[src/rtl/swr_pkg.sv]
package swr_pkg;
  typedef enum logic {
    SWR_IDLE  = 1'b0,
    SWR_FRAME = 1'b1
  } swr_state_e;
endpackage

[src/rtl/swr_sync.sv]
module swr_sync #(
  parameter int unsigned STAGES = 2
) (
  input  logic clk,
  input  logic rst_n,
  input  logic async_i,
  output logic sync_o
);
  logic [STAGES-1:0] chain_q;

  // Idle bus level is high, so every stage resets to 1.
  always_ff @(posedge clk or negedge rst_n) begin
    if (!rst_n) chain_q[0] <= 1'b1;
    else        chain_q[0] <= async_i;
  end

  for (genvar g = 1; g < STAGES; g++) begin : g_stage
    always_ff @(posedge clk or negedge rst_n) begin
      if (!rst_n) chain_q[g] <= 1'b1;
      else        chain_q[g] <= chain_q[g-1];
    end
  end

  assign sync_o = chain_q[STAGES-1];
endmodule

[src/rtl/swr_frame_ctl.sv]
module swr_frame_ctl
  import swr_pkg::*;
#(
  parameter int unsigned REQ_CYC     = 4,
  parameter int unsigned SAMPLE_CYC  = 8,
  parameter int unsigned BIT_CYC     = 30,
  parameter int unsigned SYNC_STAGES = 2
) (
  input  logic clk,
  input  logic rst_n,
  input  logic start_i,
  input  logic line_s_i,
  output logic busy_o,
  output logic drv_low_o,
  output logic done_o,
  output logic bit_o
);
  localparam int unsigned CW     = $clog2(BIT_CYC + 1);
  localparam int unsigned CAP_AT = SAMPLE_CYC + SYNC_STAGES;

  swr_state_e    state_q, state_d;
  logic [CW-1:0] cnt_q, cnt_d;
  logic          drv_q, drv_d;
  logic          done_q, done_d;
  logic          bit_q, bit_d;
  logic          cnt_en;

  assign cnt_en = (state_q == SWR_FRAME);

  always_comb begin
    state_d = state_q;
    cnt_d   = cnt_q;
    drv_d   = drv_q;
    done_d  = 1'b0;
    bit_d   = bit_q;
    unique case (state_q)
      SWR_IDLE: begin
        if (start_i) begin
          state_d = SWR_FRAME;
          cnt_d   = '0;
          drv_d   = 1'b1;
        end
      end
      SWR_FRAME: begin
        if (cnt_en) cnt_d = cnt_q + 1'b1;
        if (cnt_q == CW'(REQ_CYC - 1)) drv_d = 1'b0;
        if (cnt_q == CW'(CAP_AT))      bit_d = line_s_i;
        if (cnt_q == CW'(BIT_CYC - 1)) begin
          state_d = SWR_IDLE;
          done_d  = 1'b1;
        end
      end
      default: state_d = SWR_IDLE;
    endcase
  end

  always_ff @(posedge clk or negedge rst_n) begin
    if (!rst_n) begin
      state_q <= SWR_IDLE;
      cnt_q   <= '0;
      drv_q   <= 1'b0;
      done_q  <= 1'b0;
      bit_q   <= 1'b1;
    end else begin
      state_q <= state_d;
      cnt_q   <= cnt_d;
      drv_q   <= drv_d;
      done_q  <= done_d;
      bit_q   <= bit_d;
    end
  end

  assign busy_o    = (state_q == SWR_FRAME);
  assign drv_low_o = drv_q;
  assign done_o    = done_q;
  assign bit_o     = bit_q;

  // the line is only pulled low inside a frame
  a_r2_drive_in_frame: assert property (@(posedge clk) disable iff (!rst_n)
    drv_low_o |-> busy_o);

  // a running frame advances one count per cycle whatever start does
  a_r5_no_restart: assert property (@(posedge clk) disable iff (!rst_n)
    busy_o |=> (!busy_o || cnt_q == $past(cnt_q) + 1'b1));

  // done is a single-cycle pulse
  a_r6_done_single: assert property (@(posedge clk) disable iff (!rst_n)
    done_o |=> !done_o);

  // done follows a frame, and the bit holds while idle
  a_r6_done_after_frame: assert property (@(posedge clk) disable iff (!rst_n)
    $rose(done_o) |-> $past(busy_o));

  a_r6_bit_hold_idle: assert property (@(posedge clk) disable iff (!rst_n)
    !busy_o |=> $stable(bit_o));
endmodule

[src/rtl/swire_rd_frame.sv]
module swire_rd_frame #(
  parameter int unsigned REQ_CYC    = 4,
  parameter int unsigned SAMPLE_CYC = 8,
  parameter int unsigned HOLD0_CYC  = 12,
  parameter int unsigned BIT_CYC    = 30
) (
  input  logic clk,
  input  logic rst_n,
  input  logic start_i,
  input  logic line_i,
  output logic drv_low_o,
  output logic done_o,
  output logic bit_o
);
  localparam int unsigned SYNC_STAGES = 2;

  // the sample point must lie after release and before the hold-0 bound,
  // and the synchronized capture must land inside the bit period.
  if (!(REQ_CYC >= 1 && REQ_CYC < SAMPLE_CYC && SAMPLE_CYC < HOLD0_CYC &&
        SAMPLE_CYC + SYNC_STAGES < BIT_CYC)) begin : g_bad_timing
    $error("swire_rd_frame: timing parameters out of order");
  end

  logic line_s;
  logic busy;

  swr_sync #(.STAGES(SYNC_STAGES)) u_sync (
    .clk     (clk),
    .rst_n   (rst_n),
    .async_i (line_i),
    .sync_o  (line_s)
  );

  swr_frame_ctl #(
    .REQ_CYC     (REQ_CYC),
    .SAMPLE_CYC  (SAMPLE_CYC),
    .BIT_CYC     (BIT_CYC),
    .SYNC_STAGES (SYNC_STAGES)
  ) u_ctl (
    .clk       (clk),
    .rst_n     (rst_n),
    .start_i   (start_i),
    .line_s_i  (line_s),
    .busy_o    (busy),
    .drv_low_o (drv_low_o),
    .done_o    (done_o),
    .bit_o     (bit_o)
  );
endmodule

[config.mk]
export PLATFORM = sky130hd
export DESIGN_NAME = swire_rd_frame
export DESIGN_NICKNAME = d
export VERILOG_FILES = /design/src/rtl/swr_pkg.sv /design/src/rtl/swr_sync.sv /design/src/rtl/swr_frame_ctl.sv /design/src/rtl/swire_rd_frame.sv
export SDC_FILE = /design/constraint.sdc
export NUM_CORES = 1
export LEC_CHECK = 0
export ABC_AREA = 1
export BUFFER_PORTS_ARGS = -buffer_cell sky130_fd_sc_hd__buf_2
export CAP_MARGIN = 10
export CORE_AREA = 10 10 47 49
export DETAILED_ROUTE_END_ITERATION = 12
export DIE_AREA = 0 0 57 59
export PLACE_DENSITY = 0.65
export REMOVE_ABC_BUFFERS = 1
export SETUP_SLACK_MARGIN = 0.5
export SYNTH_ARGS = -nofsm -noshare
export SYNTH_HDL_FRONTEND = slang
export SYNTH_HIERARCHICAL = 1
export SYNTH_SLANG_ARGS = --single-unit
[constraint.sdc]
create_clock -name clk -period 1.26 [get_ports clk]
set_clock_uncertainty 0.05 [all_clocks]
set_input_delay 0.063 -clock clk [delete_from_list [all_inputs] [get_ports clk]]
set_output_delay 0.063 -clock clk [all_outputs]
set_load 0.005 [all_outputs]
==> results of run 1 <==
==> layout by cell type (no fill, tap or decap), drive strengths merged <==
cell          n
inv           7
clkbuf        4
dfrtp         8
dlygate4sd3   2
dfstp         3
nor3          1
ha            3
nor2         10
buf          10
nand3         3
nand2        19
o21ai         3
a21oi         1
==> worst max-delay path: stages (launching register included) <==
cell,delay (ps)
dfrtp_1,420
buf_4,150
ha_4,110
nand2_1,50
nor2_2,130
nand2_1,70
nand2_1,50
nand2_1,40
==> cell families (layout without fill, tap and decap cells) <==
family,Yosys count,count (layout),share of synthesized area (%)
and+or+nand+nor,33,33,26.6
DFF,11,11,56.5
AOI/OAI and AO/OA,4,4,4.05
adders and majority gates,3,3,7.60
buffers and inverters,7,23,5.32
==> worst max-delay path by stage <==
stage / end / start / slack [ps] / cells past startpoint
6_report: u_ctl/bit_o / u_ctl/cnt_q[1] / 130 / 7
3_5_place_dp: u_ctl/cnt_q[4] / u_ctl/cnt_q[0] / 90 / 6
2_1_floorplan: u_ctl/cnt_q[4] / u_ctl/cnt_q[0] / 210 / 6
3_3_place_gp: u_ctl/cnt_q[4] / u_ctl/cnt_q[0] / 140 / 6
4_1_cts: u_ctl/cnt_q[4] / u_ctl/cnt_q[1] / 140 / 6
5_1_grt: u_ctl/drv_low_o / u_ctl/cnt_q[1] / 30 / 6
==> power by group <==
group	switching, µW	internal [µW]
combinational	313	306
sequential	153	499
clock	114	122
==> per-layer routing <==
metal	track usage (%)	vias to the layer above	part of all wire, %
li1	-	210	-
met1	6.80	198	43
met2	12.2	4	53
met3	2.15	2	3.5
met4	6.04	0	1.3
met5	0	-	0
==> timing repair <==
item                                    4_1_cts  5_1_grt
setup buffers                                 4        0
hold buffers                                  2        0
pin swaps                                     7        2
gates resized for setup                      14        2
endpoints found under the setup margin       12       12
endpoints found under the hold margin        12        0
==> area by class of cell <==
type / count / area, µm² / area share [%]
timing repair buffer: 12 / 87.6 / 13.1
tap: 16 / 20.0 / 3.00
clock buffer: 4 / 26.3 / 3.93
multi-input combinational: 40 / 226 / 33.9
inverter: 7 / 26.3 / 3.93
sequential: 11 / 282 / 42.1
==> sequential cells by signal, indices dropped and copies added (netlist names) <==
register	flops
u_ctl/busy_o	1
u_ctl/drv_low_o	1
u_sync/sync_o	1
u_ctl/done_o	1
u_ctl/cnt_q	5
u_sync/chain_q	1
u_ctl/bit_o	1
==> through the flow <==
stage          util [%]  std cells  hold slack, ps
3_3_place_gp       38.8         80            -108
5_1_grt            47.7         90            64.4
3_5_place_dp       38.8         80            -107
4_1_cts            47.5         90            43.9
2_1_floorplan         -         58            -283
6_report           47.7         90            50.3
==> impl_metrics.csv, run 1 <==
group,metric,value,unit
status,status,"finished clean",
power,p_leak,0.000322,µW
yosys,ys_top_cells_by_area,"dfrtp_1 (41%), dfstp_2 (16%), nand2_1 (14%), ha_1 (7.6%), nor2_1 (6.8%)",
yosys,yosysWarnings,6,
sta,final.period_utilization,89.8,%
critical_path,worstPathRequired,1410,ps
cts,insertion_delay,260,ps
route,wl_per_cell,11.5,µm
sta,setup_viol,0,
min_path,hold_class,"in2reg",
route,drt-pass1-iter-count,4,
floorplanning,io_pins,7,
route,wirelength,1040,µm
placed_design,io_buffers,6,
sta,fin_crit,1130,ps
floorplanning,die_area,3360,µm²
global_routing,grt_max_degree,12,
cts,cts_tree,"yes",
layout,postLayoutCellArea,668,µm²
yosys,ys_seq_area_share,56.5,%
layout,final_nets,82,
placed_design,post-place-ws,89.2,ps
floorplanning,core-area,1400,µm²
placed_design,placed_area,544,µm²
floorplanning,initial_core_util,35.3,%
cts,htree_num_levels,1,
yosys,synth_edf_count,0,
route,drcViolationCount,0,
critical_path,reg2reg_setup_slack,130,ps
layout,area_delta_synth_final,35.2,%
critical_path,r2r.worst_path.cells,7,
sta,timing.final.ws_setup,129,ps
cts,root_buffer,"clkbuf_4",
critical_path,cp-start-kind,"flip-flop",
yosys,synth_area_leader_cell,"dfrtp_1",
yosys,synth.most_common_cell,"nand2_1",
critical_path,cp_max_fo,5,
min_path,min_path_cells,3,
yosys,synthCells,58,
yosys,synth_commonest_cells,"nand2_1 (19), nor2_1 (9), dfrtp_1 (8)",
route,num_vias,414,
yosys,ys_types,12,
min_path,worstHoldStart,"start_i",
yosys,synth_seq_cells,11,
critical_path,timing.rr.end,"u_ctl/bit_o",
yosys,synth_top_area_share,40.5,%
sta,slew_viol_final,0,
power,cellPowerDensity,2260,nW/µm²
global_routing,grt_usage,7.10,%
placed_design,dp_hpwl,683,µm
sta,worstMarginPinSlew,241,ps
sta,slew_headroom,83.9,%
route,ant_nets,0,
min_path,min_to,"u_ctl/drv_low_o",
power,irDropWorstVdd,0.817,mV
global_routing,grt_antenna_before_repair,0,
critical_path,endpoint_kind,"flip-flop",
layout,diodes,0,
layout,final_layout_size_suffix_gt1_share,37.8,%
layout,fill_cells,143,
job,drv_cap,0,
power,fin_total_pwr,1510,µW
yosys,synth_ff_type,"dfrtp_1",
cts,cts_sinks,11,
placed_design,gp_congestion,0.779,
floorplanning,fp.dieH,59,µm
global_routing,grt_pass1_vias,435,
sta,fmax,884,MHz
yosys,synth_area_per_cell,8.52,µm²
sta,hold_viol_final,0,
floorplanning,num_rows,14,
critical_path,worstSetupPathType,"reg2reg",
route,viasPerCell,4.60,
sta,setup_tns,0,ps
global_routing,grt_overflow,0,
yosys,syn-cell-area,494,µm²
route,drt-initial-drc-count,7,
critical_path,rr_startpoint,"u_ctl/cnt_q[1]",
critical_path,arrival,1280,ps
floorplanning,die_x,57,µm
yosys,async_reset_ff_share,100,%
cts,numCtsBuffers,3,
cts,clk_path_buf_depth,2,
cts,path_clk_slew,70,ps
global_routing,grt_pass1_wl,1820,µm
sta,grt_setup_unrepaired,"true",
Power figures use the tool's default switching activity.
==> run 2: changes to the inputs <==
PLACE_DENSITY = 0.67   (was 0.65)
clock period = 1 ns   (was 1.26 ns; I/O delays follow)
==> impl_metrics.csv, run 2 (synthesis gave the netlist of run 1 again) <==
group,metric,value,unit
layout,seqCellArea,283,µm²
power,cellPowerDensity,3070,nW/µm²
critical_path,timing.rr.end,"u_ctl/bit_o",
layout,final_layout_size_suffix_gt1_share,54.7,%
placed_design,io_buffers,6,
sta,hold_viol_final,12,
status,failed_checks,"hold timing, setup timing",
min_path,hold_class,"in2async",
critical_path,cp-start-kind,"flip-flop",
floorplanning,initial_core_util,35.3,%
sta,fin_crit,1110,ps
critical_path,worstSetupPathType,"reg2reg",
power,irDropWorstVdd,1.31,mV
critical_path,cp_max_fo,4,
cts,path_clk_slew,70,ps
critical_path,crit_end,"u_ctl/bit_o",
route,wirelength,1140,µm
sta,fmax,904,MHz
critical_path,critPathLaunch,"u_ctl/cnt_q[1]",
critical_path,worstPathRequired,1150,ps
layout,fin_cells,91,
critical_path,endpoint_kind,"flip-flop",
job,drv_cap,0,
floorplanning,core-area,1400,µm²
critical_path,rr_startpoint,"u_ctl/cnt_q[1]",
layout,multi_input_area,293,µm²
layout,fin_util,53.6,%
critical_path,r2r.worst_path.cells,7,
power,fin_total_pwr,2310,µW
global_routing,grt_pass1_vias,412,
global_routing,grt_antenna_before_repair,0,
route,num_vias,435,
placed_design,gp_congestion,0.791,
sta,slew_viol_final,0,
layout,largest_reg_flops,5,
layout,diodes,0,
layout,final_nets,83,
global_routing,grt_overflow,0,
floorplanning,num_rows,14,
floorplanning,io_pins,7,
cts,cts_tree,"yes",
layout,postLayoutCellArea,751,µm²
sta,holdWs,-417,ps
cts,htree_num_levels,1,
cts,root_buffer,"clkbuf_4",
critical_path,reg2reg_setup_slack,-110,ps
route,drcViolationCount,0,
cts,clk_path_buf_depth,2,
floorplanning,die_x,57,µm
sta,setup_viol,7,
sta,timing.final.ws_setup,-106,ps
global_routing,grt_max_degree,12,
placed_design,placed_area,559,µm²
floorplanning,fp.dieH,59,µm
route,wl_per_cell,12.5,µm
layout,fill_cells,130,
sta,grt_setup_unrepaired,"true",
route,drt-initial-drc-count,1,
layout,area_delta_synth_final,51.9,%
status,status,"finished with violations",
route,viasPerCell,4.78,
placed_design,dp_hpwl,702,µm
route,drt-pass1-iter-count,2,
placed_design,placedCellCount,82,
global_routing,grt_pass1_wl,1730,µm
cts,insertion_delay,270,ps
placed_design,post-place-ws,-149,ps
layout,final_common_cell,"nand2_1",
global_routing,grt_usage,6.71,%
sta,final.period_utilization,111,%
layout,final_cell_mix,"nand2_1 (13), buf_2 (5), inv_1 (5), dfrtp_1 (5)",
route,ant_nets,0,
sta,worstMarginPinSlew,298,ps
layout,top_register,"u_ctl/cnt_q",
critical_path,arrival,1260,ps
cts,cts_sinks,11,
cts,numCtsBuffers,3,
sta,slew_headroom,80.1,%
power,p_leak,0.000348,µW
floorplanning,die_area,3360,µm²
## run 2: layer usage
metal  share of wire (%)  global-route usage [%]
met5                   0                       0
met4                 1.2                    2.01
met3                 5.3                    4.72
met2                  57                    11.6
met1                  36                    6.20
## run 2: area by class of cell
type,count,area share [%]
flip-flops and latches,11,37.7
repair buffers,13,13.3
inverters,7,3.83
multi-input cells,40,39.0
well taps,16,2.67
clock buffers,4,3.50
## run 2: worst min-delay path by stage
stage | slack [ps] | end | start | depth (start not counted)
floorplan | -300 | u_ctl/busy_o | rst_n | 0
global placement | -120 | u_ctl/cnt_q[4] | rst_n | 1
detailed placement | -120 | u_ctl/cnt_q[2] | rst_n | 1
CTS | -420 | u_ctl/cnt_q[4] | rst_n | 1
global route | -420 | u_ctl/cnt_q[4] | rst_n | 1
finish | -420 | u_ctl/cnt_q[2] | rst_n | 1
## run 2: critical path: stages (launching register included)
cell	delay, ps
dfrtp_2	410
buf_6	130
ha_4	130
nand2_4	50
nor2_4	110
nand2_1	50
nand2_1	60
nand2_1	50
## run 2: metrics by stage
stage	hold slack [ps]	TNS (ps)
6_report	-417	-409
3_3_place_gp	-123	-312
5_1_grt	-418	-840
3_5_place_dp	-121	-463
4_1_cts	-416	-433
2_1_floorplan	-296	-104
## run 2: repair_timing
item,in CTS,in global routing
hold endpoints to repair,12,12
resized for setup,10,27
setup endpoints to repair,13,13
setup buffers,4,1
pin swaps,5,13
## run 2: report_power, final
| group | switching (µW) | internal [µW] |
|---|---|---|
| sequential | 230 | 633 |
| combinational | 551 | 598 |
| clock | 141 | 154 |
==> run 3: changes to the inputs <==
MAX_ROUTING_LAYER = met4   (was not set)
PLACE_DENSITY = 0.66   (was 0.67)
SYNTH_HIERARCHICAL = not set   (was 1)
clock period = 1.44 ns   (was 1 ns; I/O delays follow)
==> impl_metrics.csv, run 3 <==
group,metric,value,unit
layout,final_nets,83,
layout,fin_cells,91,
yosys,synth_edf_count,0,
sta,slew_headroom,83.5,%
layout,final_common_cell,"nand2_1",
cts,path_clk_slew,70,ps
critical_path,cp_max_fo,5,
global_routing,grt_pass1_wl,1780,µm
floorplanning,core-area,1400,µm²
job,drv_cap,0,
sta,slew_viol_final,0,
cts,cts_tree,"yes",
global_routing,grt_usage,6.98,%
floorplanning,num_rows,14,
layout,final_cell_mix,"nand2_1 (16), inv_1 (9), dfrtp_1 (8), nor2_1 (6)",
min_path,worstHoldStart,"start_i",
critical_path,worstPathRequired,1560,ps
sta,hold_viol_final,0,
yosys,synth_top_area_share,39.6,%
global_routing,grt_antenna_before_repair,0,
yosys,synth_area_leader_cell,"dfrtp_1",
cts,cts_sinks,11,
yosys,synthCells,58,
layout,largest_reg_flops,5,
cts,root_buffer,"clkbuf_4",
status,status,"finished clean",
sta,grt_setup_unrepaired,"true",
power,cellPowerDensity,2000,nW/µm²
layout,area_delta_synth_final,28.7,%
sta,fmax,892,MHz
yosys,synth_ff_type,"dfrtp_1",
critical_path,rr_startpoint,"u_ctl.cnt_q[1]",
yosys,synth.most_common_cell,"nand2_1",
yosys,synth_area_per_cell,8.72,µm²
placed_design,post-place-ws,302,ps
cts,insertion_delay,270,ps
min_path,min_to,"u_ctl.drv_low_o",
global_routing,grt_overflow,0,
floorplanning,fp.dieH,59,µm
power,fin_total_pwr,1300,µW
placed_design,placedCellCount,80,
placed_design,dp_hpwl,726,µm
sta,setup_viol,0,
sta,fin_crit,1120,ps
yosys,synth_seq_cells,11,
global_routing,grt_pass1_vias,434,
sta,worstMarginPinSlew,248,ps
global_routing,grt_max_degree,12,
cts,htree_num_levels,1,
power,irDropWorstVdd,0.950,mV
power,p_leak,0.000348,µW
yosys,ys_top_cells_by_area,"dfrtp_1 (40%), dfstp_2 (16%), nand2_1 (12%), ha_1 (7.4%), inv_1 (6.7%)",
floorplanning,die_x,57,µm
route,viasPerCell,4.66,
route,num_vias,424,
yosys,synth_commonest_cells,"nand2_1 (16), inv_1 (9), dfrtp_1 (8), nor2_1 (8), nand3_1 (4)",
critical_path,arrival,1240,ps
yosys,ys_seq_area_share,55.2,%
min_path,min_path_cells,3,
sta,timing.final.ws_setup,319,ps
floorplanning,initial_core_util,36.1,%
layout,diodes,0,
layout,fin_util,46.4,%
critical_path,worstSetupPathType,"reg2reg",
critical_path,r2r.worst_path.cells,6,
route,wl_per_cell,11.7,µm
placed_design,gp_congestion,0.880,
route,drcViolationCount,0,
floorplanning,io_pins,7,
cts,clk_path_buf_depth,2,
floorplanning,die_area,3360,µm²
yosys,async_reset_ff_share,100,%
critical_path,cp-start-kind,"flip-flop",
cts,numCtsBuffers,3,
yosys,yosysWarnings,0,
critical_path,reg2reg_setup_slack,320,ps
sta,setup_tns,0,ps
layout,top_register,"u_ctl.cnt_q",
layout,final_layout_size_suffix_gt1_share,28.0,%
route,wirelength,1060,µm
placed_design,io_buffers,6,
route,ant_nets,0,
yosys,syn-cell-area,505,µm²
min_path,hold_class,"in2reg",
critical_path,endpoint_kind,"flip-flop",
yosys,ys_types,12,
route,drt-initial-drc-count,10,
sta,final.period_utilization,77.8,%
route,drt-pass1-iter-count,4,
critical_path,timing.rr.end,"u_ctl.cnt_q[4]",
run 3: cell count changes in the layout (fill, tap and decap cells not counted), sizes merged:
cell and change:
nor2 -1, nor3 -1, nand4 +2, nand3 +1
buf -2, dlygate4sd3 +2, inv +2, o21ai -1
nand2 -2
run 3: cells by family (layout without fill, tap and decap cells):
logic type	Yosys count	after routing	synth area share, %
flip-flops	11	11	55.2
AO/OA/AOI/OAI	3	3	2.97
adder cells (fa/ha/maj)	3	3	7.43
buffers and inverters	9	26	6.68
AND/OR/NAND/NOR	32	32	27.7
run 3: per-stage QoR:
stage | cell area, µm² | hold slack [ps]
2_1_floorplan | 505 | -274
3_3_place_gp | 556 | -104
3_5_place_dp | 556 | -102
4_1_cts | 637 | 21.5
5_1_grt | 651 | 74.4
6_report | 651 | 28.2
run 3: worst max-delay path, stage by stage (launching register included):
cell	delay [ps]
dfrtp_1	420
ha_1	180
nand2_2	90
nor2_4	120
nand2_1	60
nand2_1	60
nand2_1	50
run 3: timing repair:
action	4_1_cts	5_1_grt
endpoints found under the setup margin	8	10
resized for setup	3	2
buffers inserted	4	1
hold buffers	2	0
endpoints found under the hold margin	12	0
run 3: final cells by class:
| type | count | area [µm²] |
|---|---|---|
| sequential | 11 | 279 |
| multi-input combinational | 38 | 198 |
| timing repair buffer | 13 | 93.8 |
| inverter | 9 | 33.8 |
| tap | 16 | 20.0 |
| clock buffer | 4 | 26.3 |
| fill | 134 | 751 |
run 3: how the worst max path moves through the flow:
stage                         from        endpoint  slack [ps]
global placement    u_ctl.cnt_q[0]  u_ctl.cnt_q[4]         330
detailed placement  u_ctl.cnt_q[0]  u_ctl.cnt_q[4]         300
floorplan           u_ctl.cnt_q[0]  u_ctl.cnt_q[4]         390
global route        u_ctl.cnt_q[1]  u_ctl.cnt_q[4]         230
finish              u_ctl.cnt_q[1]  u_ctl.cnt_q[4]         320
CTS                 u_ctl.cnt_q[1]  u_ctl.cnt_q[4]         300
run 3: power breakdown:
group,internal (µW),switching (µW)
registers,431,109
clock network,108,105
logic,261,288
total,799,501
run 3: per-layer routing:
| metal | wire, µm | track usage (%) |
|---|---|---|
| met1 | 441 | 7.13 |
| met2 | 550 | 10.9 |
| met3 | 43 | 2.58 |
| met4 | 27 | 5.03 |
| met5 | 0 | - |
